**src/rtl/dha_pkg.sv**
```systemverilog
package dha_pkg;
    typedef enum logic [2:0] {
        ST_RST_WAIT = 3'd0,
        ST_RST_EXC  = 3'd1,
        ST_RUN      = 3'd2,
        ST_HALT     = 3'd3,
        ST_RESUME   = 3'd4
    } dha_state_e;

    localparam int unsigned SRC_W = 4;
    localparam int unsigned PST_W = 4;

    // index of each source inside the due/grant vectors
    localparam int unsigned IDX_FOF   = 3;
    localparam int unsigned IDX_HWBP  = 2;
    localparam int unsigned IDX_HINSN = 1;
    localparam int unsigned IDX_PIN   = 0;

    localparam logic [SRC_W-1:0] SRC_NONE  = 4'b0000;
    localparam logic [SRC_W-1:0] SRC_PIN   = 4'b0001;

    localparam logic [PST_W-1:0] PST_ACTIVE = 4'h0;
    localparam logic [PST_W-1:0] PST_HALTED = 4'hF;
endpackage

```
**src/rtl/dha_rst_window.sv**
```systemverilog
module dha_rst_window #(
    parameter int unsigned WAIT_CYC = 16,
    parameter int unsigned WIN_CYC  = 8
) (
    input  logic clk,
    input  logic rst_n,
    input  logic en_i,
    output logic in_win_o,
    output logic done_o
);
    localparam int unsigned CW = $clog2(WAIT_CYC + 1);

    logic [CW-1:0] cnt_q;

    always_ff @(posedge clk or negedge rst_n) begin
        if (!rst_n) begin
            cnt_q <= '0;
        end else if (en_i && !done_o) begin
            cnt_q <= cnt_q + 1'b1;
        end
    end

    assign in_win_o = en_i && (cnt_q < CW'(WIN_CYC));
    assign done_o   = en_i && (cnt_q == CW'(WAIT_CYC - 1));
endmodule

```
**src/rtl/dha_pend.sv**
```systemverilog
module dha_pend (
    input  logic clk,
    input  logic rst_n,
    input  logic collect_i,
    input  logic clear_i,
    input  logic hw_req_i,
    input  logic pin_req_i,
    output logic hw_pend_o,
    output logic pin_pend_o
);
    logic hw_q;
    logic pin_q;

    always_ff @(posedge clk or negedge rst_n) begin
        if (!rst_n) begin
            hw_q  <= 1'b0;
            pin_q <= 1'b0;
        end else if (clear_i) begin
            hw_q  <= 1'b0;
            pin_q <= 1'b0;
        end else if (collect_i) begin
            hw_q  <= hw_q  | hw_req_i;
            pin_q <= pin_q | pin_req_i;
        end
    end

    // a request arriving in the sample cycle itself is taken at that sample
    assign hw_pend_o  = hw_q  | (collect_i & hw_req_i);
    assign pin_pend_o = pin_q | (collect_i & pin_req_i);
endmodule

```
**src/rtl/dha_src_arb.sv**
```systemverilog
module dha_src_arb #(
    parameter int unsigned N = 4
) (
    input  logic [N-1:0] due_i,
    output logic [N-1:0] grant_o,
    output logic         any_o
);
    // highest index wins
    generate
        for (genvar i = 0; i < N; i++) begin : g_prio
            if (i == N - 1) begin : g_top
                assign grant_o[i] = due_i[i];
            end else begin : g_low
                assign grant_o[i] = due_i[i] & ~(|due_i[N-1:i+1]);
            end
        end
    endgenerate

    assign any_o = |due_i;
endmodule

```
**src/rtl/dbg_halt_arbiter.sv**
```systemverilog
module dbg_halt_arbiter #(
    parameter int unsigned RST_WAIT_CYC = 16,
    parameter int unsigned BRK_WIN_CYC  = 8
) (
    input  logic       clk,
    input  logic       rst_n,
    input  logic       fof_i,
    input  logic       hwbrk_i,
    input  logic       halt_insn_i,
    input  logic       user_mode_i,
    input  logic       user_halt_en_i,
    input  logic       ext_brk_i,
    input  logic       insn_sample_i,
    input  logic       stopped_i,
    input  logic       go_cmd_i,
    input  logic       pc_written_i,
    input  logic       emu_wr_i,
    input  logic       emu_val_i,
    output logic       halt_req_o,
    output logic       resume_req_o,
    output logic       resume_next_o,
    output logic       priv_viol_o,
    output logic       rst_exc_start_o,
    output logic       rst_exc_bypass_o,
    output logic [3:0] pst_o,
    output logic [3:0] halt_src_o,
    output logic       emu_mode_o
);
    import dha_pkg::*;

    dha_state_e       state_q, state_d;
    logic [SRC_W-1:0] src_q;
    logic             from_rst_q;
    logic             from_stop_q;
    logic             bypass_q;
    logic             emu_q;

    logic             in_win, wait_done;
    logic             run, enter_halt;
    logic             hw_pend, pin_pend;
    logic             insn_ok;
    logic [SRC_W-1:0] due, grant;
    logic             any_due;

    assign run        = (state_q == ST_RUN);
    assign enter_halt = (state_d == ST_HALT) && (state_q != ST_HALT);
    assign insn_ok    = halt_insn_i && (!user_mode_i || user_halt_en_i);

    dha_rst_window #(
        .WAIT_CYC (RST_WAIT_CYC),
        .WIN_CYC  (BRK_WIN_CYC)
    ) u_win (
        .clk      (clk),
        .rst_n    (rst_n),
        .en_i     (state_q == ST_RST_WAIT),
        .in_win_o (in_win),
        .done_o   (wait_done)
    );

    dha_pend u_pend (
        .clk        (clk),
        .rst_n      (rst_n),
        .collect_i  (run),
        .clear_i    (enter_halt),
        .hw_req_i   (hwbrk_i),
        .pin_req_i  (ext_brk_i),
        .hw_pend_o  (hw_pend),
        .pin_pend_o (pin_pend)
    );

    always_comb begin
        due            = '0;
        due[IDX_FOF]   = run & fof_i;
        due[IDX_HWBP]  = run & insn_sample_i & hw_pend;
        due[IDX_HINSN] = run & insn_ok;
        due[IDX_PIN]   = run & (insn_sample_i | stopped_i) & pin_pend;
    end

    dha_src_arb #(.N(SRC_W)) u_arb (
        .due_i   (due),
        .grant_o (grant),
        .any_o   (any_due)
    );

    // next state
    always_comb begin
        state_d = state_q;
        unique case (state_q)
            ST_RST_WAIT: begin
                if (in_win && ext_brk_i) state_d = ST_HALT;
                else if (wait_done)      state_d = ST_RST_EXC;
            end
            ST_RST_EXC: state_d = ST_RUN;
            ST_RUN: begin
                if (any_due) state_d = ST_HALT;
            end
            ST_HALT: begin
                if (go_cmd_i) state_d = ST_RESUME;
            end
            ST_RESUME: begin
                if (from_rst_q && !bypass_q) state_d = ST_RST_EXC;
                else                         state_d = ST_RUN;
            end
            default: state_d = ST_RST_WAIT;
        endcase
    end

    // state register
    always_ff @(posedge clk or negedge rst_n) begin
        if (!rst_n) state_q <= ST_RST_WAIT;
        else        state_q <= state_d;
    end

    // halt context registers
    always_ff @(posedge clk or negedge rst_n) begin
        if (!rst_n) begin
            src_q       <= SRC_NONE;
            from_rst_q  <= 1'b0;
            from_stop_q <= 1'b0;
            bypass_q    <= 1'b0;
        end else begin
            if (state_q == ST_RST_WAIT && state_d == ST_HALT) begin
                src_q       <= SRC_PIN;
                from_rst_q  <= 1'b1;
                from_stop_q <= 1'b0;
            end else if (run && any_due) begin
                src_q       <= grant;
                from_rst_q  <= 1'b0;
                from_stop_q <= stopped_i;
            end else if (state_q == ST_HALT && go_cmd_i) begin
                src_q    <= SRC_NONE;
                bypass_q <= from_rst_q && pc_written_i;
            end
        end
    end

    always_ff @(posedge clk or negedge rst_n) begin
        if (!rst_n)                                          emu_q <= 1'b0;
        else if (state_q == ST_HALT && from_rst_q && emu_wr_i) emu_q <= emu_val_i;
    end

    // outputs
    always_comb begin
        halt_req_o       = 1'b0;
        resume_req_o     = 1'b0;
        resume_next_o    = 1'b0;
        priv_viol_o      = 1'b0;
        rst_exc_start_o  = 1'b0;
        rst_exc_bypass_o = 1'b0;
        pst_o            = PST_ACTIVE;
        unique case (state_q)
            ST_RST_WAIT: ;
            ST_RST_EXC:  rst_exc_start_o = 1'b1;
            ST_RUN:      priv_viol_o = halt_insn_i && user_mode_i && !user_halt_en_i;
            ST_HALT: begin
                halt_req_o = 1'b1;
                pst_o      = PST_HALTED;
            end
            ST_RESUME: begin
                resume_req_o     = 1'b1;
                resume_next_o    = from_stop_q;
                rst_exc_bypass_o = bypass_q;
            end
            default: ;
        endcase
    end

    assign halt_src_o = src_q;
    assign emu_mode_o = emu_q;
endmodule

```
**config.mk**
```make
export PLATFORM = sky130hd
export DESIGN_NAME = dbg_halt_arbiter
export DESIGN_NICKNAME = d
export VERILOG_FILES = /design/src/rtl/dha_pkg.sv /design/src/rtl/dha_rst_window.sv /design/src/rtl/dha_pend.sv /design/src/rtl/dha_src_arb.sv /design/src/rtl/dbg_halt_arbiter.sv
export SDC_FILE = /design/constraint.sdc
export NUM_CORES = 1
export LEC_CHECK = 0
export BUFFER_PORTS_ARGS = -buffer_cell sky130_fd_sc_hd__buf_2
export CAP_MARGIN = 20
export CORE_AREA = 2 2 42 64
export DETAILED_ROUTE_END_ITERATION = 16
export DIE_AREA = 0 0 44 66
export PLACE_DENSITY = 0.73
export SLEW_MARGIN = 5
export SYNTH_ARGS = -nofsm -noshare
export SYNTH_HDL_FRONTEND = slang
export SYNTH_HIERARCHICAL = 1
export SYNTH_SLANG_ARGS = --single-unit
```
**constraint.sdc**
```tcl
create_clock -name clk -period 3.3 [get_ports clk]
set_input_delay 0.165 -clock clk [delete_from_list [all_inputs] [get_ports clk]]
set_output_delay 0.165 -clock clk [all_outputs]
set_load 0.01 [all_outputs]
```
==> results.yml <==
floorplan:
  die-width_microns: 44
  io-pin-count: 29
  core_region_area_sq_um: 2370
  overall_die_area_sq_um: 2900
  floorplan.initialDensity_pct: 43.1
  dieHeight_microns: 66
  core.rowCount: 22
yosys:
  synth_nets: 122
  synthesis.area_sq_um: 1020
  post_synth_cell_types: 36
  yosysWarnings: 6
  synth_instances: 106
  postSynthRegisterBits: 18
  postSynthAreaPerCell_sq_um: 9.62
  synth-seq-area-share_pct: 44.2
critical_path:
  r2r.worst_path.cells: 8
  worst_setup_path_start_kind: "flop"
  required_ns: 3.51
  timing_worst_setup_path_type: "reg -> reg"
  path_max_fanout: 10
  critical_path_arrival_ns: 2.80
  timing.critical_path.to_type: "flop"
sta:
  final-setup-viol-count: 0
  final_hold_viol_count: 0
  fin_setup_tns_ns: 0
  worstMarginPinSlew_ns: 0.414
  final-max-slew-violation-count: 0
  rsz0062_at_grt: "false"
  final.period_utilization_pct: 78.5
  period_needed_ns: 2.59
  worst_clock_skew_ns: 0.00215
  fmax_mhz: 386
  timing.max_slew.rel_slack_pct: 72.4
finish:
  insertedDiodeCount: 0
  synthToLayoutAreaGrowth_pct: 16.3
  final_net_count: 149
  drive_gt1_share_pct: 28.8
  final_cell_mix: "28 x sky130_fd_sc_hd__buf_2, 18 x sky130_fd_sc_hd__dfrtp_1, 17 x sky130_fd_sc_hd__nand2_1, 7 x sky130_fd_sc_hd__inv_1, 5 x sky130_fd_sc_hd__and2_1"
  post-route-cell-area_sq_um: 1190
  layout_commonest_cell: "sky130_fd_sc_hd__buf_2"
  fillers: 234
clocking:
  clock_sink_count: 18
  clk_pin_slew_worst_paths_ns: 0.10
  clock_latency_ns: 0.28
  clock-root-buffer: "sky130_fd_sc_hd__clkbuf_4"
  cts_htree_levels: 1
  cts-root-to-sink-buffers: 2
  cts_resized: 0
  inserted_clock_buffers: 3
  cts_tree: "built"
grt:
  grt.overflow.total: 0
  grt_start_max_net_pins: 19
  grt_pass1_wl_microns: 3550
  antenna_violations_before_repair: 0
  grt_pass1_vias: 803
  global_route.usage.total_pct: 16.5
min_path:
  hold_depth: 2
  path_category_of_the_worst_min_delay_check: "in -> reg"
detailed_routing:
  detailroute.via_count: 798
  vias_per_cell: 5.12
  firstDrtPassIters: 4
  wire_per_inst_microns: 12.8
  wl_microns: 1990
  drtAntennaViolNets: 0
  drc: 0
  first_iter_violations: 18
placed_design:
  finalWeightedCongestion: 0.850
  hpwlAfterDp_microns: 1550
  placed_cell_area_sq_um: 1140
  placement.io_buffers: 28
power_and_ir_drop:
  power_leakage_nw: 0.607
  max-vdd-ir-drop_mv: 0.368
  total_power_mw: 1.03
  power_density_nw_per_um2: 864
run_status:
  run_status: "finished clean"
run:
  maxCapViolCount: 0
sequential cells by signal, summed over array words and instances, names as in the netlist:
register / count
emu_mode_o: 1
u_pend/pin_q: 1
u_pend/hw_q: 1
halt_src_o: 4
from_rst_q: 1
from_stop_q: 1
state_q: 3
u_win/cnt_q: 5
bypass_q: 1
synth_stat cells:
cell type	n	area share [%]
sky130_fd_sc_hd__a211o_1	1	0.86
sky130_fd_sc_hd__o211a_1	1	0.98
sky130_fd_sc_hd__nor3b_1	3	2.2
sky130_fd_sc_hd__or4_1	1	0.74
sky130_fd_sc_hd__o21ai_0	4	2.0
sky130_fd_sc_hd__o21ai_1	4	2.0
sky130_fd_sc_hd__nor4bb_1	1	0.98
sky130_fd_sc_hd__a32oi_1	1	0.86
sky130_fd_sc_hd__mux2_2	1	1.1
sky130_fd_sc_hd__and3_1	3	1.8
sky130_fd_sc_hd__and3b_1	1	0.86
sky130_fd_sc_hd__nor3b_2	1	1.2
sky130_fd_sc_hd__nor3_2	1	0.98
sky130_fd_sc_hd__and2_1	5	3.1
sky130_fd_sc_hd__and2b_1	1	0.74
sky130_fd_sc_hd__inv_1	7	2.6
sky130_fd_sc_hd__nand4_1	1	0.61
sky130_fd_sc_hd__nand3_1	4	2.0
sky130_fd_sc_hd__nand2b_1	2	1.2
sky130_fd_sc_hd__nand2_1	17	6.3
sky130_fd_sc_hd__buf_2	1	0.49
sky130_fd_sc_hd__a31oi_4	1	2.1
sky130_fd_sc_hd__o211ai_1	1	0.74
sky130_fd_sc_hd__nor3_1	1	0.49
sky130_fd_sc_hd__xnor2_1	3	2.6
sky130_fd_sc_hd__a21o_1	2	1.5
sky130_fd_sc_hd__mux2i_1	1	0.98
sky130_fd_sc_hd__buf_4	6	4.4
sky130_fd_sc_hd__nor2_1	2	0.74
sky130_fd_sc_hd__nor4b_1	1	0.86
sky130_fd_sc_hd__nor3b_4	1	1.8
sky130_fd_sc_hd__a21oi_1	2	0.98
sky130_fd_sc_hd__dfrtp_1	18	44
sky130_fd_sc_hd__ha_1	2	2.5
sky130_fd_sc_hd__o21ai_2	1	0.86
sky130_fd_sc_hd__nor2b_1	3	1.8
kinds of logic (layout without fill, tap and decap cells):
group,Yosys count,count (layout),synth area share [%]
DFF,18,18,44.2
muxes,2,2,2.09
and+or+nand+nor,49,49,28.5
buffers and inverters,14,40,7.48
AOI/OAI and AO/OA,18,18,12.8
adders and majority gates,2,2,2.45
xor gates and xnor gates,3,3,2.58
per-stage QoR:
step	utilization, %	std cells	hold WS (ns)	setup slack (ns)
floorplan	-	106	-0.131	1.00
global placement	48.2	151	0.116	0.865
detailed placement	48.2	151	0.130	0.736
CTS	50.1	156	0.0880	0.704
global route	50.1	156	0.0844	0.494
finish	50.1	156	0.102	0.711
power breakdown:
part | internal (mW) | total (mW) | leakage (nW) | switching [mW]
logic | 0.215 | 0.480 | 0.357 | 0.264
clock network | 0.0671 | 0.134 | 0.0210 | 0.0673
registers | 0.317 | 0.411 | 0.229 | 0.0946
total | 0.599 | 1.03 | 0.607 | 0.426
timing repair:
action | CTS | global route
hold buffers | 1 | 0
hold endpoints to repair | 18 | 0
setup buffers | 0 | 0
layer usage:
layer | routed length [microns] | track usage, % | up-vias
met1 | 890 | 21.0 | 371
met4 | 21 | 5.68 | 0
met2 | 1000 | 28.1 | 17
met5 | 0 | 0 | -
met3 | 77 | 1.64 | 2
li1 | - | - | 408
cell type report:
cell class	instances	area, sq um	area share [%]
flip-flops and latches	18	450	38.0
repair buffers	29	150	12.7
multi-input cells	74	493	41.6
inverters	7	26.3	2.22
clock buffers	4	36.3	3.06
well taps	24	30.0	2.53
final timing paths:
check                               start              to  slack [ns]
setup / recovery               state_q[1]   halt_src_o[2]        0.71
hold / removal                   go_cmd_i      state_q[0]        0.10
setup reg to reg               state_q[1]   halt_src_o[2]        0.71
hold reg to reg            u_win/cnt_q[3]  u_win/cnt_q[3]        0.50
max in group asynchronous           rst_n  u_win/cnt_q[3]        2.68
min in group asynchronous           rst_n     from_stop_q        0.33
critical path, stage by stage, from the launching register on:
cell and delay (ns):
sky130_fd_sc_hd__dfrtp_1 0.51, sky130_fd_sc_hd__nor3b_2 0.26, sky130_fd_sc_hd__a21o_1 0.18, sky130_fd_sc_hd__and3_1 0.19, sky130_fd_sc_hd__or4_1 0.56, sky130_fd_sc_hd__nand2b_1 0.17
sky130_fd_sc_hd__a32oi_1 0.38, sky130_fd_sc_hd__a31oi_4 0.09, sky130_fd_sc_hd__o21ai_1 0.17
(Power assumes the default switching activity.)
